===== config.mk =====
export PLATFORM = sky130hd
export DESIGN_NAME = snoop_read_responder
export DESIGN_NICKNAME = d
export VERILOG_FILES = /design/src/rtl/snoop_resp_pkg.sv /design/src/rtl/snoop_select.sv /design/src/rtl/burst_timer.sv /design/src/rtl/snoop_read_responder.sv
export SDC_FILE = /design/constraint.sdc
export NUM_CORES = 1
export LEC_CHECK = 0
export CAP_MARGIN = 10
export CORE_AREA = 2 2 180 182
export CTS_BUF_LIST = sky130_fd_sc_hd__clkbuf_4
export DETAILED_ROUTE_END_ITERATION = 10
export DIE_AREA = 0 0 182 184
export SYNTH_ARGS = -nofsm -noshare
export SYNTH_HDL_FRONTEND = slang
export SYNTH_SLANG_ARGS = --single-unit

===== constraint.sdc =====
create_clock -name clk -period 2.45 [get_ports clk]
set_clock_uncertainty 0.1 [all_clocks]
set_input_delay 0.735 -clock clk [delete_from_list [all_inputs] [get_ports clk]]
set_output_delay 0.735 -clock clk [all_outputs]
set_load 0.05 [all_outputs]

===== src/rtl/snoop_resp_pkg.sv =====
// Package: snoop state decoding shared by the responder and its bench.
// Assumes 2 snoop bits per cache: bit 1 = modified, code 01 = shared.
package snoop_resp_pkg;

    // True when a snoop code reports the line held modified.
    function automatic logic snp_is_mod(input logic [1:0] code);
        return code[1];
    endfunction

    // True when a snoop code reports the line held shared only.
    function automatic logic snp_is_shr(input logic [1:0] code);
        return code == 2'b01;
    endfunction

endpackage


===== src/rtl/snoop_select.sv =====
// Module: snoop_select
// Picks the intervening cache from the snoop reports. The requester is
// excluded, modified beats shared, and the lowest index wins within a class.
// Assumes NUM_CACHES >= 2. Purely combinational.
module snoop_select #(
    parameter int NUM_CACHES = 4,
    parameter int IDW        = 2
) (
    input  logic [2*NUM_CACHES-1:0] snoop_i,
    input  logic [IDW-1:0]          req_id_i,
    output logic                    hit_o,
    output logic [IDW-1:0]          win_o
);
    import snoop_resp_pkg::*;

    logic           mod_found;
    logic           shr_found;
    logic [IDW-1:0] mod_id;
    logic [IDW-1:0] shr_id;

    // Scan from the top index down so the lowest holder is kept last.
    always_comb begin
        mod_found = 1'b0;
        shr_found = 1'b0;
        mod_id    = '0;
        shr_id    = '0;
        for (int i = NUM_CACHES - 1; i >= 0; i--) begin
            if (IDW'(i) != req_id_i) begin
                if (snp_is_mod(snoop_i[2*i +: 2])) begin
                    mod_found = 1'b1;
                    mod_id    = IDW'(i);
                end else if (snp_is_shr(snoop_i[2*i +: 2])) begin
                    shr_found = 1'b1;
                    shr_id    = IDW'(i);
                end
            end
        end
    end

    // Modified holder has priority over shared holders.
    always_comb begin
        hit_o = mod_found | shr_found;
        win_o = mod_found ? mod_id : shr_id;
    end

endmodule


===== src/rtl/burst_timer.sv =====
// Module: burst_timer
// Counts the cycles of one read from acceptance to the last beat. The lead
// time depends on the source. Beats run on consecutive cycles.
// Assumes 1 <= C2C_LAT <= MEM_LAT and BEATS a power of two >= 2.
module burst_timer #(
    parameter int C2C_LAT = 6,
    parameter int MEM_LAT = 14,
    parameter int BEATS   = 4,
    localparam int CW     = $clog2(MEM_LAT + BEATS + 1),
    localparam int BW     = $clog2(BEATS)
) (
    input  logic          clk,
    input  logic          rst_n,
    input  logic          start_i,
    input  logic          from_mem_i,
    output logic          busy_o,
    output logic          beat_valid_o,
    output logic [BW-1:0] beat_idx_o
);
    localparam logic [CW-1:0] LAT_C = CW'(C2C_LAT);
    localparam logic [CW-1:0] LAT_M = CW'(MEM_LAT);
    localparam logic [CW-1:0] TAIL  = CW'(BEATS - 1);

    logic          busy_q;
    logic [CW-1:0] cnt_q;
    logic [CW-1:0] lat_q;

    // Track cycle number since acceptance and the lead time of this read.
    always_ff @(posedge clk) begin
        if (!rst_n) begin
            busy_q <= 1'b0;
            cnt_q  <= '0;
            lat_q  <= '0;
        end else if (!busy_q) begin
            if (start_i) begin
                busy_q <= 1'b1;
                cnt_q  <= CW'(1);
                lat_q  <= from_mem_i ? LAT_M : LAT_C;
            end
        end else if (cnt_q == lat_q + TAIL) begin
            busy_q <= 1'b0;
            cnt_q  <= '0;
        end else begin
            cnt_q <= cnt_q + CW'(1);
        end
    end

    // Beat window is the last BEATS cycles of the busy period.
    always_comb begin
        busy_o       = busy_q;
        beat_valid_o = busy_q && (cnt_q >= lat_q);
        beat_idx_o   = BW'(cnt_q - lat_q);
    end

    AST_IDX_STEP: assert property (@(posedge clk) disable iff (!rst_n)
        (beat_valid_o && beat_idx_o != BW'(BEATS - 1)) |=>
        (beat_valid_o && beat_idx_o == $past(beat_idx_o) + BW'(1)));

    AST_BURST_START_ZERO: assert property (@(posedge clk) disable iff (!rst_n)
        $rose(beat_valid_o) |-> beat_idx_o == '0);

    AST_LAST_BEAT_FREES: assert property (@(posedge clk) disable iff (!rst_n)
        (beat_valid_o && beat_idx_o == BW'(BEATS - 1)) |=> !busy_o);

endmodule


===== src/rtl/snoop_read_responder.sv =====
// Module: snoop_read_responder (top)
// Accepts one line read at a time and chooses a supplying cache or memory
// from the snoop reports. It drives the beat timing and passes the chosen
// source's data through. Assumes sources present beat data in the beat cycle.
module snoop_read_responder #(
    parameter int NUM_CACHES = 4,
    parameter int ADDR_W     = 32,
    parameter int DATA_W     = 64,
    parameter int C2C_LAT    = 6,
    parameter int MEM_LAT    = 14,
    parameter int BEATS      = 4,
    localparam int IDW       = $clog2(NUM_CACHES),
    localparam int BEAT_W    = $clog2(BEATS)
) (
    input  logic                         clk,
    input  logic                         rst_n,
    input  logic                         req_valid_i,
    output logic                         req_ready_o,
    input  logic [ADDR_W-1:0]            req_addr_i,
    input  logic [IDW-1:0]               req_id_i,
    input  logic [2*NUM_CACHES-1:0]      snoop_i,
    input  logic [NUM_CACHES*DATA_W-1:0] cache_data_i,
    input  logic [DATA_W-1:0]            mem_data_i,
    output logic                         beat_valid_o,
    output logic [BEAT_W-1:0]            beat_idx_o,
    output logic [DATA_W-1:0]            beat_data_o,
    output logic [ADDR_W-1:0]            rsp_addr_o,
    output logic                         src_mem_o,
    output logic [IDW-1:0]               src_cache_o
);
    logic              hit;
    logic [IDW-1:0]    win;
    logic              busy;
    logic              accept;
    logic              src_mem_q;
    logic [IDW-1:0]    src_id_q;
    logic [ADDR_W-1:0] addr_q;
    logic [DATA_W-1:0] cache_sel;

    snoop_select #(
        .NUM_CACHES (NUM_CACHES),
        .IDW        (IDW)
    ) u_select (
        .snoop_i  (snoop_i),
        .req_id_i (req_id_i),
        .hit_o    (hit),
        .win_o    (win)
    );

    burst_timer #(
        .C2C_LAT (C2C_LAT),
        .MEM_LAT (MEM_LAT),
        .BEATS   (BEATS)
    ) u_timer (
        .clk          (clk),
        .rst_n        (rst_n),
        .start_i      (accept),
        .from_mem_i   (!hit),
        .busy_o       (busy),
        .beat_valid_o (beat_valid_o),
        .beat_idx_o   (beat_idx_o)
    );

    // Request handshake: take a read only while idle.
    always_comb begin
        req_ready_o = !busy;
        accept      = req_valid_i && !busy;
    end

    // Capture source and address of the accepted read.
    always_ff @(posedge clk) begin
        if (!rst_n) begin
            src_mem_q <= 1'b1;
            src_id_q  <= '0;
            addr_q    <= '0;
        end else if (accept) begin
            src_mem_q <= !hit;
            src_id_q  <= win;
            addr_q    <= req_addr_i;
        end
    end

    // Select the supplying cache's data lane.
    always_comb begin
        cache_sel = '0;
        for (int i = 0; i < NUM_CACHES; i++) begin
            if (src_id_q == IDW'(i)) cache_sel = cache_data_i[i*DATA_W +: DATA_W];
        end
    end

    // Drive beat data and source report.
    always_comb begin
        beat_data_o = '0;
        if (beat_valid_o) beat_data_o = src_mem_q ? mem_data_i : cache_sel;
        rsp_addr_o  = addr_q;
        src_mem_o   = src_mem_q;
        src_cache_o = src_id_q;
    end

    AST_WIN_NOT_REQUESTER: assert property (@(posedge clk) disable iff (!rst_n)
        (req_valid_i && hit) |-> win != req_id_i);

    AST_WIN_HOLDS_LINE: assert property (@(posedge clk) disable iff (!rst_n)
        (req_valid_i && hit) |-> snoop_i[2*win +: 2] != 2'b00);

    AST_SRC_STABLE: assert property (@(posedge clk) disable iff (!rst_n)
        (beat_valid_o && $past(beat_valid_o)) |->
        ($stable(src_mem_o) && $stable(src_cache_o) && $stable(rsp_addr_o)));

    AST_NO_READY_IN_BURST: assert property (@(posedge clk) disable iff (!rst_n)
        beat_valid_o |-> !req_ready_o);

endmodule


After elaboration in Yosys (flattened, before gate mapping):

Cells that the tools add are included.

* logic and storage cells: 85
* output and inout port bits: 103
* input bits: 365
* bits in registers: 45

* reduce and logical (&&, ||, !) cells: 8
* $add $sub $neg: 3
* eq/ne operators: 11
* bitwise operators: 2
* multiplexer cells: 54
* magnitude comparators: 1

Operators by type and width (number)
* two-way mux 64 bit: 6
* two-way mux 2 bit: 21
* two-way mux 1 bit: 23
* two-way mux 5 bit: 3
* equality test 2 x 1 -> 1 bit, second input constant: 5
* adder 4 x 2 -> 5 bit, second input constant: 1
* adder 5 x 1 -> 5 bit, second input constant: 1
* equality test 5 bit: 1
* greater-or-equal comparator 5 x 4 -> 1 bit: 1
* equality test 2 bit, second input constant: 2
* two-way mux 4 bit: 1
* inequality test 2 bit, first input constant: 2
* nonzero test 2 bit: 2
* logical AND 1 bit: 2
* zero test 1 bit: 2
* zero test 2 bit: 1
* inequality test 1 x 2 -> 1 bit, first input constant: 1
* AND reduction 2 bit: 1
* subtractor 2 bit: 1
* inverter 1 bit: 1
* bitwise OR 1 bit: 1

Depth between registers and ports, before layout:

* word-level depth: 15
* gate-level depth with buffers: 9
* depth with buffers taken out: 7

Hierarchy:

From an unflattened synthesis, not the netlist that was laid out.

* cell total of the unflattened synthesis: 677
* area total of the unflattened synthesis: 4789.6 um^2

By module, submodules not included
* snoop_read_responder: times used 1, cells each 584, area an instance 4070.2 um^2
* burst_timer: times used 1, cells each 56, area an instance 485.5 um^2
* snoop_select: times used 1, cells each 37, area an instance 234.0 um^2

Worst setup path after synthesis:

OpenSTA, ideal clock, no wires.

* path type: reg2out
* from: reg src_mem_q, in the netlist src_mem_o
* to: out beat_data_o[14]
* cell stages (with the launch flop): 5
* arrival time: 2.097 ns
* setup slack: -0.482 ns
* data required time: 1.615 ns
* path through: dfxtp_1 -> clkbuf_1 -> buf_2 -> mux2i_1 -> nor2_1

* word-level cells in the longest chain between the ends: 2

RTL lines
* from (decl): line snoop_read_responder.sv:35 `logic src_mem_q;`
* from (signal assigned): line snoop_read_responder.sv:77 `src_mem_q <= !hit;`
* two-way mux 64 bit (2 in a row): line snoop_read_responder.sv:94 `if (beat_valid_o) beat_data_o = src_mem_q ? mem_data_i : cache_sel;`
* to (decl): line snoop_read_responder.sv:26 `output logic [DATA_W-1:0] beat_data_o,`

Every way passes these cells.

Worst setup path after layout:

* from: reg u_timer.lat_q[2]
* to: out beat_data_o[63]

* word-level cells in the longest chain between the ends: 3

RTL lines
* from (decl): line burst_timer.sv:26 `logic [CW-1:0] lat_q;`
* from (signal assigned): line burst_timer.sv:38 `lat_q <= from_mem_i ? LAT_M : LAT_C;`
* greater-or-equal comparator 5 x 4 -> 1 bit: line burst_timer.sv:51 `beat_valid_o = busy_q && (cnt_q >= lat_q);`
* logical AND 1 bit: line burst_timer.sv:51
* two-way mux 64 bit: line snoop_read_responder.sv:94

Every way passes these cells.

==> flow_summary.ini <==
[outcome]
status = finished, violations left
violations = negative setup slack

[global_route]
track_usage_pct = 15.25
grt_pass1_vias = 6122
grt_max_degree = 37
gr-total-overflow = 0
busiest_layer = met2
grtUsageMet2_pct = 27.13
grtUsageMet3_pct = 4.754
met1_usage_pct = 17.89
grt_pass1_wl_mm = 38.79
antenna_found_initial = 6

[worst_setup_path]
critical_path_class = flip-flop to output pin
required_ps = 1620
r2r_setup_slack_ps = 580
endpoint_kind = output pin
cp-start-kind = flip-flop
cp_max_fo = 12
r2r_start = u_timer.lat_q[2]
startpoint = u_timer.lat_q[2]
worstPathArrival_ps = 2240

[flow_run]
max_cap_viol_count = 0

[place]
dp_slack_ps = -594.7
dpl.hpwl_mm = 22.97
io_buffers = 467
gp_congestion = 0.8810

[cells_and_area]
fillers = 3144
area_growth_pct = 145.9
layout-drive-gt1-share_pct = 29.75
nNetsFinal = 1327

[sta]
fmax_mhz = 325.1
finalSetupViolations = 65
fin_crit_ps = 3076
finalCritPeriodShare_pct = 125.6
relSlewSlack_pct = 63.92
post-route-worst-setup-slack_ps = -626.1
finalHoldViolCount = 0
worstMarginPinSlew_ps = 540.3
rsz0062_at_grt = yes
final-max-slew-violation-count = 0

[synthesis]
syn_area_per_cell_sq_um = 9.428
netlist-cell-type-count = 39
syn_area_sq_um = 4384
yosys_warnings = 0
seq_area_frac_synth_pct = 19.63
synth_fp_nets = 835
syn_inst = 465
synth-seq-cells = 43

[power_and_ir_drop]
sequentialPowerShare_pct = 21.6
power_mw = 3.581
netSwitchingFraction_pct = 38.42
switchingPower_mw = 1.376
power_frac_comb_pct = 65.5
clockPowerShare_pct = 12.9
powerDensity_nw_per_um2 = 332.2
vdd_drop_max_uv = 479.8
intPower_mw = 2.205
p_leak_nw = 4.254

[routing]
drc = 0
dr.first_iter.drc_count = 185
wirelength_mm = 26.78
ant_nets = 0
vias = 5726
first_pass_iters = 6
via_per_inst = 4.195
post_drt_wl_per_cell_microns = 19.62

[clock_tree]
cts_sinks = 43
cts_buffers = 5
htree_levels = 2
cts_tree = yes
cts_buffer_depth = 2
cts-root-buf = clkbuf_4
clock_latency_ps = 370
ctsHoldBuffers = 0
clkTransAtPathRegs_ps = 140

[die]
die_w_microns = 182
die_area_sq_um = 33490
coreArea_sq_um = 31390
start_util_pct = 13.97
rows = 65
die_h_microns = 184
io_pins = 468

[min_path]
min-delay-start = rsp_addr_o[5]
worstHoldPathType = flip-flop to flip-flop
power by group through the flow:
| stage | logic (mW) | registers, mW | clock network [mW] |
|---|---|---|---|
| after floorplan | 1.09 | 0.909 | 0 |
| after global placement | 2.27 | 0.788 | 0 |
| after detailed placement | 2.28 | 0.790 | 0 |
| after CTS | 2.36 | 0.775 | 0.485 |
| after global routing | 2.47 | 0.779 | 0.506 |
| final | 2.35 | 0.773 | 0.461 |
per-layer routing:
| metal | wire length, microns | part of all wire [%] |
|---|---|---|
| met5 | 0 | 0 |
| met3 | 2370 | 8.8 |
| met1 | 10460 | 39 |
| met4 | 452 | 1.7 |
| met2 | 13490 | 50 |
cells in the final DEF (no fill, tap or decap), types with 6 or more instances in the layout:
| master | instances |
|---|---|
| mux4_2 | 64 |
| mux2i_1 | 65 |
| nor2_4 | 62 |
| inv_1 | 6 |
| nand3_1 | 6 |
| buf_12 | 21 |
| a21oi_1 | 45 |
| dlymetal6s2s_1 | 10 |
| buf_4 | 58 |
| buf_8 | 21 |
| nor2_1 | 11 |
| clkdlybuf4s50_1 | 386 |
| buf_6 | 32 |
| nand2_1 | 70 |
| dfxtp_1 | 37 |
through the flow:
step / util, % / instances / setup TNS, ps / area, sq um / hold WS (ps)
finish: 34.34 / 1365 / -38630 / 10780 / 363.5
global route: 34.33 / 1364 / -46600 / 10780 / 381.2
CTS: 34.11 / 1359 / -42770 / 10710 / 367.2
detailed placement: 32.98 / 1350 / -31380 / 10350 / 349.2
global placement: 32.98 / 1350 / -31000 / 10350 / 341.0
floorplan: - / 465 / -1735 / 4956 / 353.0
final cells by class:
cell class | count | area, sq um | share of cell area (%)
antenna | 5 | 12.51 | 0.1161
clock buffer | 5 | 37.54 | 0.3482
clock inverter | 3 | 38.79 | 0.3598
inverter | 10 | 42.54 | 0.3947
multi-input combinational | 369 | 3746 | 34.75
sequential | 43 | 878.3 | 8.149
tap | 402 | 503.0 | 4.666
timing repair buffer | 528 | 5520 | 51.21
synthesized netlist by cell type (all sizes together):
cell type	number	share of area, %
clkbuf	12	1.0
maj3	1	0.26
nor2	75	6.4
a41o	1	0.23
o31ai	3	0.63
mux2i	65	15
o21ai	5	0.57
nand3	6	0.68
a31oi	1	0.14
and2	1	0.14
xnor2	2	0.40
nor2b	5	0.71
o211ai	1	0.17
o21a	1	0.17
nand2	70	6.0
nor3	1	0.11
o22ai	2	0.29
o22a	1	0.20
clkinv	1	0.086
or3	1	0.14
a21boi	1	0.17
a221oi	1	0.20
dfxtp	43	20
a21oi	45	5.1
nor3b	1	0.17
mux4	64	33
mux2	2	0.51
or2	1	0.14
buf	31	4.7
o21bai	1	0.17
a211oi	1	0.17
ha	5	1.4
nand2b	5	0.71
inv	9	0.77
worst paths after layout:
| kind | cells after the start | end |
|---|---|---|
| worst min-delay path | 2 | rsp_addr_o[5] |
| worst min register to register | 2 | rsp_addr_o[5] |
| worst max-delay path | 9 | beat_data_o[63] |
| worst max register to register | 6 | u_timer.cnt_q[3] |
what timing repair did:
item                                    in CTS  in global routing
buffers inserted                             1                  1
hold endpoints to repair                     0                  0
pin swaps                                   30                  3
endpoints found under the setup margin      65                 75
resized for setup                           72                 17
registers in the layout (all words and copies together) (netlist names):
| signal | cells |
|---|---|
| u_timer.busy_o | 1 |
| u_timer.lat_q | 2 |
| src_mem_o | 1 |
| rsp_addr_o | 32 |
| src_cache_o | 2 |
| u_timer.cnt_q | 5 |
critical path, stage by stage, from the launching register on:
cell	delay [ps]
dfxtp_4	400
inv_4	40
ha_4	190
a21boi_2	140
o21a_1	220
o31ai_4	240
buf_6	210
buf_12	190
nor2_2	60
buf_6	150
kinds of logic (layout without fill, tap and decap cells):
family,Yosys count,after routing,synth area share [%]
xor+xnor,2,2,0.3996
other cells,0,5,0
buf+inv,53,546,6.564
mux,131,131,48.23
fa+ha+maj,6,6,1.684
compound gates,64,64,8.248
flops,43,43,19.63
simple gates,166,166,15.24
No activity file was read; power rests on OpenSTA's default activity.
